## src/rtl/wdog_pkg.sv

```systemverilog
package wdog_pkg;

    localparam int ADDR_W = 12;

    typedef enum logic [1:0] {
        ST_IDLE,
        ST_ARMED,
        ST_PENDING,
        ST_TRIPPED
    } wd_state_e;

    localparam logic [ADDR_W-1:0] OFS_RELOAD = 12'h000;
    localparam logic [ADDR_W-1:0] OFS_VALUE  = 12'h004;
    localparam logic [ADDR_W-1:0] OFS_CTRL   = 12'h008;
    localparam logic [ADDR_W-1:0] OFS_ICLR   = 12'h00C;
    localparam logic [ADDR_W-1:0] OFS_RAW    = 12'h010;
    localparam logic [ADDR_W-1:0] OFS_MASKED = 12'h014;
    localparam logic [ADDR_W-1:0] OFS_LOCK   = 12'hC00;

    localparam logic [31:0] DEFAULT_KEY = 32'h1ACC_E551;

endpackage

```

## src/rtl/wdog_counter.sv

```systemverilog
module wdog_counter #(
    parameter int CNT_W = 32
) (
    input  logic             clk,
    input  logic             rst_n,
    input  logic             take_new,
    input  logic [CNT_W-1:0] new_val,
    input  logic             reload,
    input  logic [CNT_W-1:0] reload_val,
    input  logic             dec,
    output logic [CNT_W-1:0] cnt_q,
    output logic             at_zero
);

    always_ff @(posedge clk or negedge rst_n) begin
        if (!rst_n) begin
            cnt_q <= '1;
        end else if (take_new) begin
            cnt_q <= new_val;
        end else if (reload) begin
            cnt_q <= reload_val;
        end else if (dec) begin
            cnt_q <= cnt_q - 1'b1;
        end
    end

    assign at_zero = (cnt_q == '0);

endmodule

```

## src/rtl/wdog_fsm.sv

```systemverilog
module wdog_fsm
    import wdog_pkg::*;
(
    input  logic clk,
    input  logic rst_n,
    input  logic start,
    input  logic at_zero,
    input  logic load_wr,
    input  logic iclr_wr,
    input  logic rst_en,
    output logic raw_irq,
    output logic trip,
    output logic cnt_take,
    output logic cnt_reload,
    output logic cnt_dec
);

    wd_state_e state_q, state_d;

    // state register
    always_ff @(posedge clk or negedge rst_n) begin
        if (!rst_n) begin
            state_q <= ST_IDLE;
        end else begin
            state_q <= state_d;
        end
    end

    // next state
    always_comb begin
        state_d = state_q;
        unique case (state_q)
            ST_IDLE: begin
                if (start) state_d = ST_ARMED;                 // ENABLE
            end
            ST_ARMED: begin
                if (!iclr_wr && !load_wr && at_zero)
                    state_d = ST_PENDING;                      // FIRST_EXPIRY
            end
            ST_PENDING: begin
                if (iclr_wr) begin
                    state_d = ST_ARMED;                        // SERVICE
                end else if (!load_wr && at_zero && rst_en) begin
                    state_d = ST_TRIPPED;                      // TRIP
                end
            end
            ST_TRIPPED: begin
                state_d = ST_TRIPPED;
            end
        endcase
    end

    // outputs
    always_comb begin
        cnt_take   = 1'b0;
        cnt_reload = 1'b0;
        cnt_dec    = 1'b0;
        raw_irq    = 1'b0;
        trip       = 1'b0;
        unique case (state_q)
            ST_IDLE: begin
                cnt_reload = start;
            end
            ST_ARMED: begin
                if (iclr_wr)      cnt_reload = 1'b1;
                else if (load_wr) cnt_take   = 1'b1;
                else if (at_zero) cnt_reload = 1'b1;
                else              cnt_dec    = 1'b1;
            end
            ST_PENDING: begin
                raw_irq = 1'b1;
                if (iclr_wr)      cnt_reload = 1'b1;
                else if (load_wr) cnt_take   = 1'b1;
                else if (at_zero) cnt_reload = !rst_en;        // REARM
                else              cnt_dec    = 1'b1;
            end
            ST_TRIPPED: begin
                raw_irq = 1'b1;
                trip    = 1'b1;
            end
        endcase
    end

endmodule

```

## src/rtl/wdog_regs.sv

```systemverilog
module wdog_regs
    import wdog_pkg::*;
#(
    parameter int          DATA_W     = 32,
    parameter int          CNT_W      = 32,
    parameter logic [31:0] UNLOCK_KEY = DEFAULT_KEY
) (
    input  logic              clk,
    input  logic              rst_n,
    input  logic [ADDR_W-1:0] bus_addr,
    input  logic              bus_we,
    input  logic [DATA_W-1:0] bus_wdata,
    input  logic [CNT_W-1:0]  cnt_val,
    input  logic              raw_irq,
    output logic [DATA_W-1:0] bus_rdata,
    output logic [CNT_W-1:0]  load_q,
    output logic              int_en,
    output logic              rst_en,
    output logic              locked,
    output logic              start,
    output logic              load_wr,
    output logic              iclr_wr
);

    logic accept;

    assign accept  = bus_we && !locked;
    assign load_wr = accept && (bus_addr == OFS_RELOAD);
    assign iclr_wr = accept && (bus_addr == OFS_ICLR);
    assign start   = accept && (bus_addr == OFS_CTRL) && bus_wdata[0] && !int_en;

    always_ff @(posedge clk or negedge rst_n) begin
        if (!rst_n) begin
            load_q <= '1;
            int_en <= 1'b0;
            rst_en <= 1'b0;
            locked <= 1'b0;
        end else begin
            if (bus_we && bus_addr == OFS_LOCK) begin
                locked <= (bus_wdata[31:0] != UNLOCK_KEY);
            end
            if (load_wr) begin
                load_q <= bus_wdata[CNT_W-1:0];
            end
            if (accept && bus_addr == OFS_CTRL) begin
                int_en <= int_en | bus_wdata[0];
                rst_en <= bus_wdata[1];
            end
        end
    end

    always_comb begin
        bus_rdata = '0;
        case (bus_addr)
            OFS_RELOAD: bus_rdata[CNT_W-1:0] = load_q;
            OFS_VALUE:  bus_rdata[CNT_W-1:0] = cnt_val;
            OFS_CTRL:   bus_rdata[1:0]       = {rst_en, int_en};
            OFS_RAW:    bus_rdata[0]         = raw_irq;
            OFS_MASKED: bus_rdata[0]         = raw_irq & int_en;
            OFS_LOCK:   bus_rdata[0]         = locked;
            default:    bus_rdata            = '0;
        endcase
    end

endmodule

```

## src/rtl/wdog_core.sv

```systemverilog
module wdog_core
    import wdog_pkg::*;
#(
    parameter int          DATA_W     = 32,
    parameter int          CNT_W      = 32,
    parameter logic [31:0] UNLOCK_KEY = DEFAULT_KEY
) (
    input  logic              clk,
    input  logic              rst_n,
    input  logic [ADDR_W-1:0] bus_addr,
    input  logic              bus_we,
    input  logic [DATA_W-1:0] bus_wdata,
    output logic [DATA_W-1:0] bus_rdata,
    output logic              irq_o,
    output logic              sys_rst_req_o
);

    logic [CNT_W-1:0] cnt_q;
    logic [CNT_W-1:0] load_q;
    logic int_en, rst_en, locked;
    logic start, load_wr, iclr_wr;
    logic at_zero, raw_irq, trip;
    logic cnt_take, cnt_reload, cnt_dec;

    wdog_regs #(
        .DATA_W    (DATA_W),
        .CNT_W     (CNT_W),
        .UNLOCK_KEY(UNLOCK_KEY)
    ) u_regs (
        .clk      (clk),
        .rst_n    (rst_n),
        .bus_addr (bus_addr),
        .bus_we   (bus_we),
        .bus_wdata(bus_wdata),
        .cnt_val  (cnt_q),
        .raw_irq  (raw_irq),
        .bus_rdata(bus_rdata),
        .load_q   (load_q),
        .int_en   (int_en),
        .rst_en   (rst_en),
        .locked   (locked),
        .start    (start),
        .load_wr  (load_wr),
        .iclr_wr  (iclr_wr)
    );

    wdog_fsm u_fsm (
        .clk       (clk),
        .rst_n     (rst_n),
        .start     (start),
        .at_zero   (at_zero),
        .load_wr   (load_wr),
        .iclr_wr   (iclr_wr),
        .rst_en    (rst_en),
        .raw_irq   (raw_irq),
        .trip      (trip),
        .cnt_take  (cnt_take),
        .cnt_reload(cnt_reload),
        .cnt_dec   (cnt_dec)
    );

    wdog_counter #(
        .CNT_W(CNT_W)
    ) u_cnt (
        .clk       (clk),
        .rst_n     (rst_n),
        .take_new  (cnt_take),
        .new_val   (bus_wdata[CNT_W-1:0]),
        .reload    (cnt_reload),
        .reload_val(load_q),
        .dec       (cnt_dec),
        .cnt_q     (cnt_q),
        .at_zero   (at_zero)
    );

    assign irq_o         = raw_irq & int_en;
    assign sys_rst_req_o = trip;

endmodule

```

## config.mk

```make
export PLATFORM = sky130hd
export DESIGN_NAME = wdog_core
export DESIGN_NICKNAME = d
export VERILOG_FILES = /design/src/rtl/wdog_pkg.sv /design/src/rtl/wdog_counter.sv /design/src/rtl/wdog_fsm.sv /design/src/rtl/wdog_regs.sv /design/src/rtl/wdog_core.sv
export SDC_FILE = /design/constraint.sdc
export NUM_CORES = 1
export LEC_CHECK = 0
export BUFFER_PORTS_ARGS = -buffer_cell sky130_fd_sc_hd__clkbuf_2
export CAP_MARGIN = 15
export CORE_ASPECT_RATIO = 0.8
export CORE_UTILIZATION = 57
export DETAILED_ROUTE_END_ITERATION = 16
export PLACE_DENSITY = 0.92
export SYNTH_ARGS = -nofsm -noshare
export SYNTH_HDL_FRONTEND = slang
export SYNTH_SLANG_ARGS = --single-unit
```

## constraint.sdc

```tcl
create_clock -name clk -period 3.8 [get_ports clk]
set_clock_uncertainty 0.1 [all_clocks]
set_input_delay 0.76 -clock clk [delete_from_list [all_inputs] [get_ports clk]]
set_output_delay 0.76 -clock clk [all_outputs]
set_load 0.01 [all_outputs]
```

=== After elaboration in Yosys (flattened, before gate mapping) ===
Index checks and enable logic that the tools add are counted.

* Bits in registers: 69
* Memory bits (read-only): 0
* Output and inout port bits: 34
* Memory bits (writable): 0
* Memories kept: 0
* Bits of input ports: 47
* Word-level logic and storage cells: 72
* Bits in latches: 0

* Order comparisons: 0
* Shift operators: 0
* Eq/ne operators: 13
* Multiply operators: 0
* Mux-type cells: 27
* Bitwise logic cells: 2
* $add $sub $neg: 1
* Reductions and logical operators: 23
* Divide/modulo/power cells: 0

{| class="wikitable"
|+ Operators by type and width
! kind !! number
|-
| 32-bit 2-to-1 mux || 3
|-
| 30-bit one-hot mux with 2 select lines || 1
|-
| 32-bit zero test || 1
|-
| 32-bit by 29-bit != test with 1-bit output, second input constant || 1
|-
| 32-bit by 1-bit subtractor with 32-bit output, second input constant || 1
|-
| 12-bit by 4-bit == test with 1-bit output, second input constant || 2
|-
| 12-bit by 5-bit == test with 1-bit output, second input constant || 2
|-
| 1-bit 2-to-1 mux || 15
|-
| 12-bit == test, second input constant || 1
|-
| 12-bit by 3-bit == test with 1-bit output, second input constant || 1
|-
| 12-bit zero test || 1
|-
| 1-bit logical AND || 11
|-
| 2-bit 2-to-1 mux || 4
|-
| 2-bit one-hot mux with 4 select lines || 1
|-
| 1-bit one-hot mux with 3 select lines || 2
|-
| 1-bit one-hot mux with 6 select lines || 1
|-
| 1-bit zero test || 5
|-
| 2-bit == test, second input constant || 2
|-
| 2-bit by 1-bit != test with 1-bit output, second input constant || 2
|-
| 2-bit OR reduction || 2
|-
| 3-bit by 1-bit != test with 1-bit output, second input constant || 1
|-
| 3-bit AND reduction || 1
|-
| 3-bit nonzero test || 1
|-
| 2-bit by 1-bit == test with 1-bit output, second input constant || 1
|-
| 3 further kinds || 3
|}

=== Logic depth before layout (Yosys ltp) ===
* Depth after elaboration: 9
* Gate-level depth with buffers: 10
* Gate-level depth less buffers: 9

=== Hierarchy ===
Synthesis repeated with hierarchy kept, for this count alone.

* Cell total of the unflattened synthesis: 481
* Area total of the unflattened synthesis: 4713.3 µm²

{| class="wikitable"
|+ Modules (own cells, without submodules)
! module !! times used !! area an instance (µm²) !! sequential area each (µm²) !! cells each
|-
| wdog_counter || 1 || 2369.8 || 840.8 || 273
|-
| wdog_regs || 1 || 2103.3 || 915.9 || 180
|-
| wdog_fsm || 1 || 234.0 || 50.0 || 27
|-
| wdog_core || 1 || 6.3 || 0.0 || 1
|}

=== Least setup slack after synthesis ===
Ideal clock, no wire load.

* Path type: input -> register
* Start: input port bus_addr[5]
* End: register u_cnt.cnt_q[2]
* Buffers on the path: 1
* Arrival: 2.946 ns
* Slack: 0.677 ns
* Stages on the path: 8
* Cells stage by stage: or4_1 > nor4_1 > o41ai_1 > nand2b_1 > and2_1 > clkbuf_1 > o221ai_1 > a31oi_1

* Longest elaborated chain between the ends: 7

{| class="wikitable"
|+ Ends and longest elaborated chain
! what !! line !! RTL
|-
| start, declared || wdog_core.sv:10 || <nowiki>input logic [ADDR_W-1:0] bus_addr,</nowiki>
|-
| 12-bit zero test / 12-bit by 4-bit == test with 1-bit output (equally long branches) || wdog_regs.sv:28, wdog_regs.sv:30 ||
|-
| 1-bit logical AND (on tied branches) || wdog_regs.sv:28, wdog_regs.sv:30 ||
|-
| 1-bit 2-to-1 mux (tied with other cells) || wdog_fsm.sv:73 || <nowiki>else if (load_wr) cnt_take = 1'b1;</nowiki>
|-
| 1-bit 2-to-1 mux (tied with other cells) || wdog_fsm.sv:72 || <nowiki>if (iclr_wr) cnt_reload = 1'b1;</nowiki>
|-
| 1-bit one-hot mux with 3 select lines || wdog_fsm.sv:60 || <nowiki>unique case (state_q)</nowiki>
|-
| 32-bit 2-to-1 mux || wdog_counter.sv:20 || <nowiki>end else if (reload) begin</nowiki>
|-
| 32-bit 2-to-1 mux || wdog_counter.sv:18 || <nowiki>end else if (take_new) begin</nowiki>
|-
| end signal, assigned || wdog_counter.sv:19 || <nowiki>cnt_q <= new_val;</nowiki>
|-
| end signal, assigned || wdog_counter.sv:21 || <nowiki>cnt_q <= reload_val;</nowiki>
|-
| end signal, assigned || wdog_counter.sv:23 || <nowiki>cnt_q <= cnt_q - 1'b1;</nowiki>
|-
| end, declared || wdog_counter.sv:11 || <nowiki>output logic [CNT_W-1:0] cnt_q,</nowiki>
|}

Several ways; a longest one is shown, not always the timed one.
A chain may end at the register's enable or synchronous reset.

=== Worst setup path in the final report ===
* Start: input port bus_addr[9]
* End: output port bus_rdata[19]

* Longest elaborated chain between the ends: 2

{| class="wikitable"
|+ Ends and longest elaborated chain
! what !! line !! RTL
|-
| 12-bit by 3-bit == test with 1-bit output / 12-bit zero test (equally long branches) || wdog_regs.sv:54 || <nowiki>case (bus_addr)</nowiki>
|-
| 30-bit one-hot mux with 2 select lines (*) || wdog_regs.sv:54 ||
|-
| end, declared || wdog_core.sv:13 || <nowiki>output logic [DATA_W-1:0] bus_rdata,</nowiki>
|}

Mark *: on every way between the ends. The rest lies on a longest branch, timed or not.

==> qor.yml <==
run_status:
  outcome: "completed"
routing:
  wl_met1_mm: 5.71
  drt-total-wl_mm: 14.0
  routed-via-count: 5038
  met2WireLength_mm: 6.28
  ant_nets: 0
  drt_iter0_markers: 639
  drt-pass1-iter-count: 6
  viasPerCell: 6.62
  dr_wl_met3_mm: 1.57
  wl_per_cell_um: 18.3
  route.detailed.drc: 0
  highest-signal-layer: "met4"
synth:
  synthesis.instances: 591
  yosysTopAreaCell: "dfstp_2"
  ys_types: 53
  postSynthAreaPerCell_sq_um: 8.10
  yosys_warnings: 0
  yosysSeqAreaShare_pct: 37.8
  synth_top_area_share_pct: 35.1
  yosys-top-cells-area: "dfstp_2, nand2_1, a22o_1"
  ys_seq_elements: 69
  async_flop_share_pct: 100
  synth_ff_type: "dfstp_2"
  syn_nets: 645
  synth-edff-count: 0
  synth_area_sq_mm: 0.00479
pwr:
  p_int_mw: 1.09
  pwr_density_cell_mw_per_mm2: 262
  leakage_nw: 2.33
  power_frac_seq_pct: 52.0
  p_comb_share_pct: 5.3
  p_sw_mw: 0.341
  power.share.clock_pct: 42.7
  max-vdd-ir-drop_mv: 0.243
  switching_share_pct: 23.9
final_layout:
  syn2layout_area_growth_pct: 13.6
  num_antenna_cells: 0
  final_cell_count_no_fill: 761
  final_common_cell: "nand2_1"
  final_cell_mix: "nand2_1, clkbuf_2, dfstp_2"
  nets: 702
  fillCellCount: 651
  drive_gt1_share_pct: 28.2
place:
  routabilityCongestion: 1.02
  place_inst: 745
  hpwl_mm: 9.84
  io_buffer_count: 80
setup_path:
  crit_chain: "clkbuf_2 -> nor4_1 -> nand2_1 -> nor2_2 -> buf_4 -> a22o_1 -> clkbuf_2"
  crit_arrival_ns: 2.59
  worst_setup_path_end_kind: "output pin"
  start_kind: "input port"
  rr_endpoint: "u_cnt.cnt_q[6]"
  r2r_cells: 7
  worstSetupPathType: "in -> out"
  rrSetupSlack_ns: 0.47
  r2r_start: "u_cnt.cnt_q[10]"
  required_ns: 2.94
  slowest_stage: "nor4_1"
  crit_top_cell: "clkbuf_2"
  slowest_delay_ns: 0.58
  crit_fanout: 30
floorplanning:
  start_util_pct: 59.7
  fp-row-count: 29
  die_y_um: 84.0
  dieArea_sq_mm: 0.00877
  fp.dieW_um: 104
  io_pins: 81
  core_sq_mm: 0.00802
clock_tree:
  htreeDepth: 3
  root_buffer: "clkbuf_8"
  cts_resized: 0
  path_clk_slew_ns: 0.08
  clock_latency_ns: 0.36
  cts_setup_buffers: 0
  numCtsBuffers: 9
  cts.sinks: 69
  clockBufferDepth: 2
  cts_tree: "done"
  ctsHoldBuffers: 0
global_route:
  antenna_found_initial: 0
  grt_overflow: 0
  grt_pass1_vias: 4650
  gr-usage-all-layers_pct: 33.0
  grt_max_degree: 33
  grt_pass1_wl_mm: 23.0
hold_path:
  hold_path.class: "in -> async"
timing:
  period_needed_ns: 3.45
  final-setup-viol-count: 0
  rsz0062_at_grt: "no"
  relSlewSlack_pct: 57.0
  maxSlewViolCount: 0
  fin_crit_sh_pct: 90.9
  hold_slack_ns: 0.251
  max_freq_mhz: 290
  tns_ns: 0
  tightest_slew_ns: 0.639
  hold_viol_final: 0
job:
  cap_viol_max_count: 0
==> worst max path at each step <==
| stage | start | endpoint | slack (ns) | cells after the start |
|---|---|---|---|---|
| 4_1_cts | bus_addr[9] | bus_rdata[2] | 0.41 | 7 |
| 3_5_place_dp | bus_addr[5] | u_cnt.cnt_q[6] | 0.36 | 9 |
| 3_3_place_gp | bus_addr[5] | bus_rdata[24] | 0.51 | 7 |
| 6_report | bus_addr[9] | bus_rdata[19] | 0.35 | 7 |
| 2_1_floorplan | bus_addr[5] | u_cnt.cnt_q[2] | 0.68 | 8 |
| 5_1_grt | bus_addr[9] | bus_rdata[19] | 0.19 | 7 |
==> worst max-delay path: cells and delay by family <==
| kind | cells | cell delay (ns) |
|---|---|---|
| buffers and inverters | 3 | 0.59 |
| and+or+nand+nor | 3 | 0.98 |
| AOI/OAI and AO/OA | 1 | 0.24 |
==> registers in the layout (all words and copies together), names as in the netlist <==
| register | count |
|---|---|
| u_fsm.state_q | 2 |
| u_regs.locked | 1 |
| u_regs.load_q | 32 |
| u_cnt.cnt_q | 32 |
| u_regs.int_en | 1 |
| u_regs.rst_en | 1 |
==> synth_stat cells, types with 2 or more instances <==
master,instances
or4_1,9
nor3b_1,2
nor4b_1,2
and3_1,2
o221ai_1,25
nor3_1,15
nand4b_1,3
or3_1,4
mux2i_1,2
ha_1,7
dfrtp_1,5
nor2_1,54
clkbuf_1,38
or3b_2,2
a21oi_1,9
and2_1,4
nor4_1,24
nand3_1,12
xnor2_1,12
nor4bb_1,4
o22ai_1,2
nand4_1,8
a22oi_1,3
nand3b_1,4
or4_4,3
a31oi_1,34
nand2_1,145
o21a_1,4
buf_6,4
inv_1,8
xor2_1,13
buf_2,6
nand2b_1,5
o21ai_1,2
dfstp_2,64
a22o_1,30
o21ai_0,5
==> cell families (layout without fill, tap and decap cells) <==
kind of cell / count (synthesis) / in the layout / share of synthesized area, %
AOI/OAI and AO/OA: 126 / 126 / 19.9
DFF: 69 / 69 / 37.8
and+or+nand+nor: 304 / 304 / 30.1
buffers and inverters: 57 / 119 / 5.25
adders and majority gates: 7 / 7 / 1.83
muxes: 3 / 3 / 0.654
xor gates and xnor gates: 25 / 25 / 4.58
==> power groups by stage <==
stage / clock network, mW / registers, mW / logic (mW)
floorplan: 0 / 0.753 / 0.0151
global placement: 0 / 0.753 / 0.0708
detailed placement: 0 / 0.753 / 0.0737
CTS: 0.616 / 0.742 / 0.0740
global route: 0.648 / 0.742 / 0.0814
finish: 0.610 / 0.742 / 0.0753
==> metrics by stage <==
step                      util (%)  worst slack, ns  area, sq um  power (mW)
after detailed placement      65.4            0.357         5250       0.827
after CTS                     67.8            0.407         5440        1.43
after global routing          67.8            0.186         5440        1.47
after global placement        65.4            0.513         5250       0.824
after floorplan                  -            0.677         4790       0.768
final                         67.8            0.347         5440        1.43
==> routing by layer <==
layer | track usage [%] | up-vias
li1 | - | 2267
met1 | 44.9 | 2377
met2 | 51.0 | 338
met3 | 7.42 | 56
met4 | 12.9 | 0
met5 | 0 | -
==> area by class of cell <==
type,count,area [sq um],share of cell area [%]
Tap cell,108,135,2.49
Timing Repair Buffer,95,538,9.89
Inverter,8,30.0,0.552
Clock inverter,4,47.5,0.874
Sequential cell,69,1810,33.2
Clock buffer,12,145,2.67
Multi-Input combinational cell,465,2740,50.3
Power figures use the tool's default switching activity.
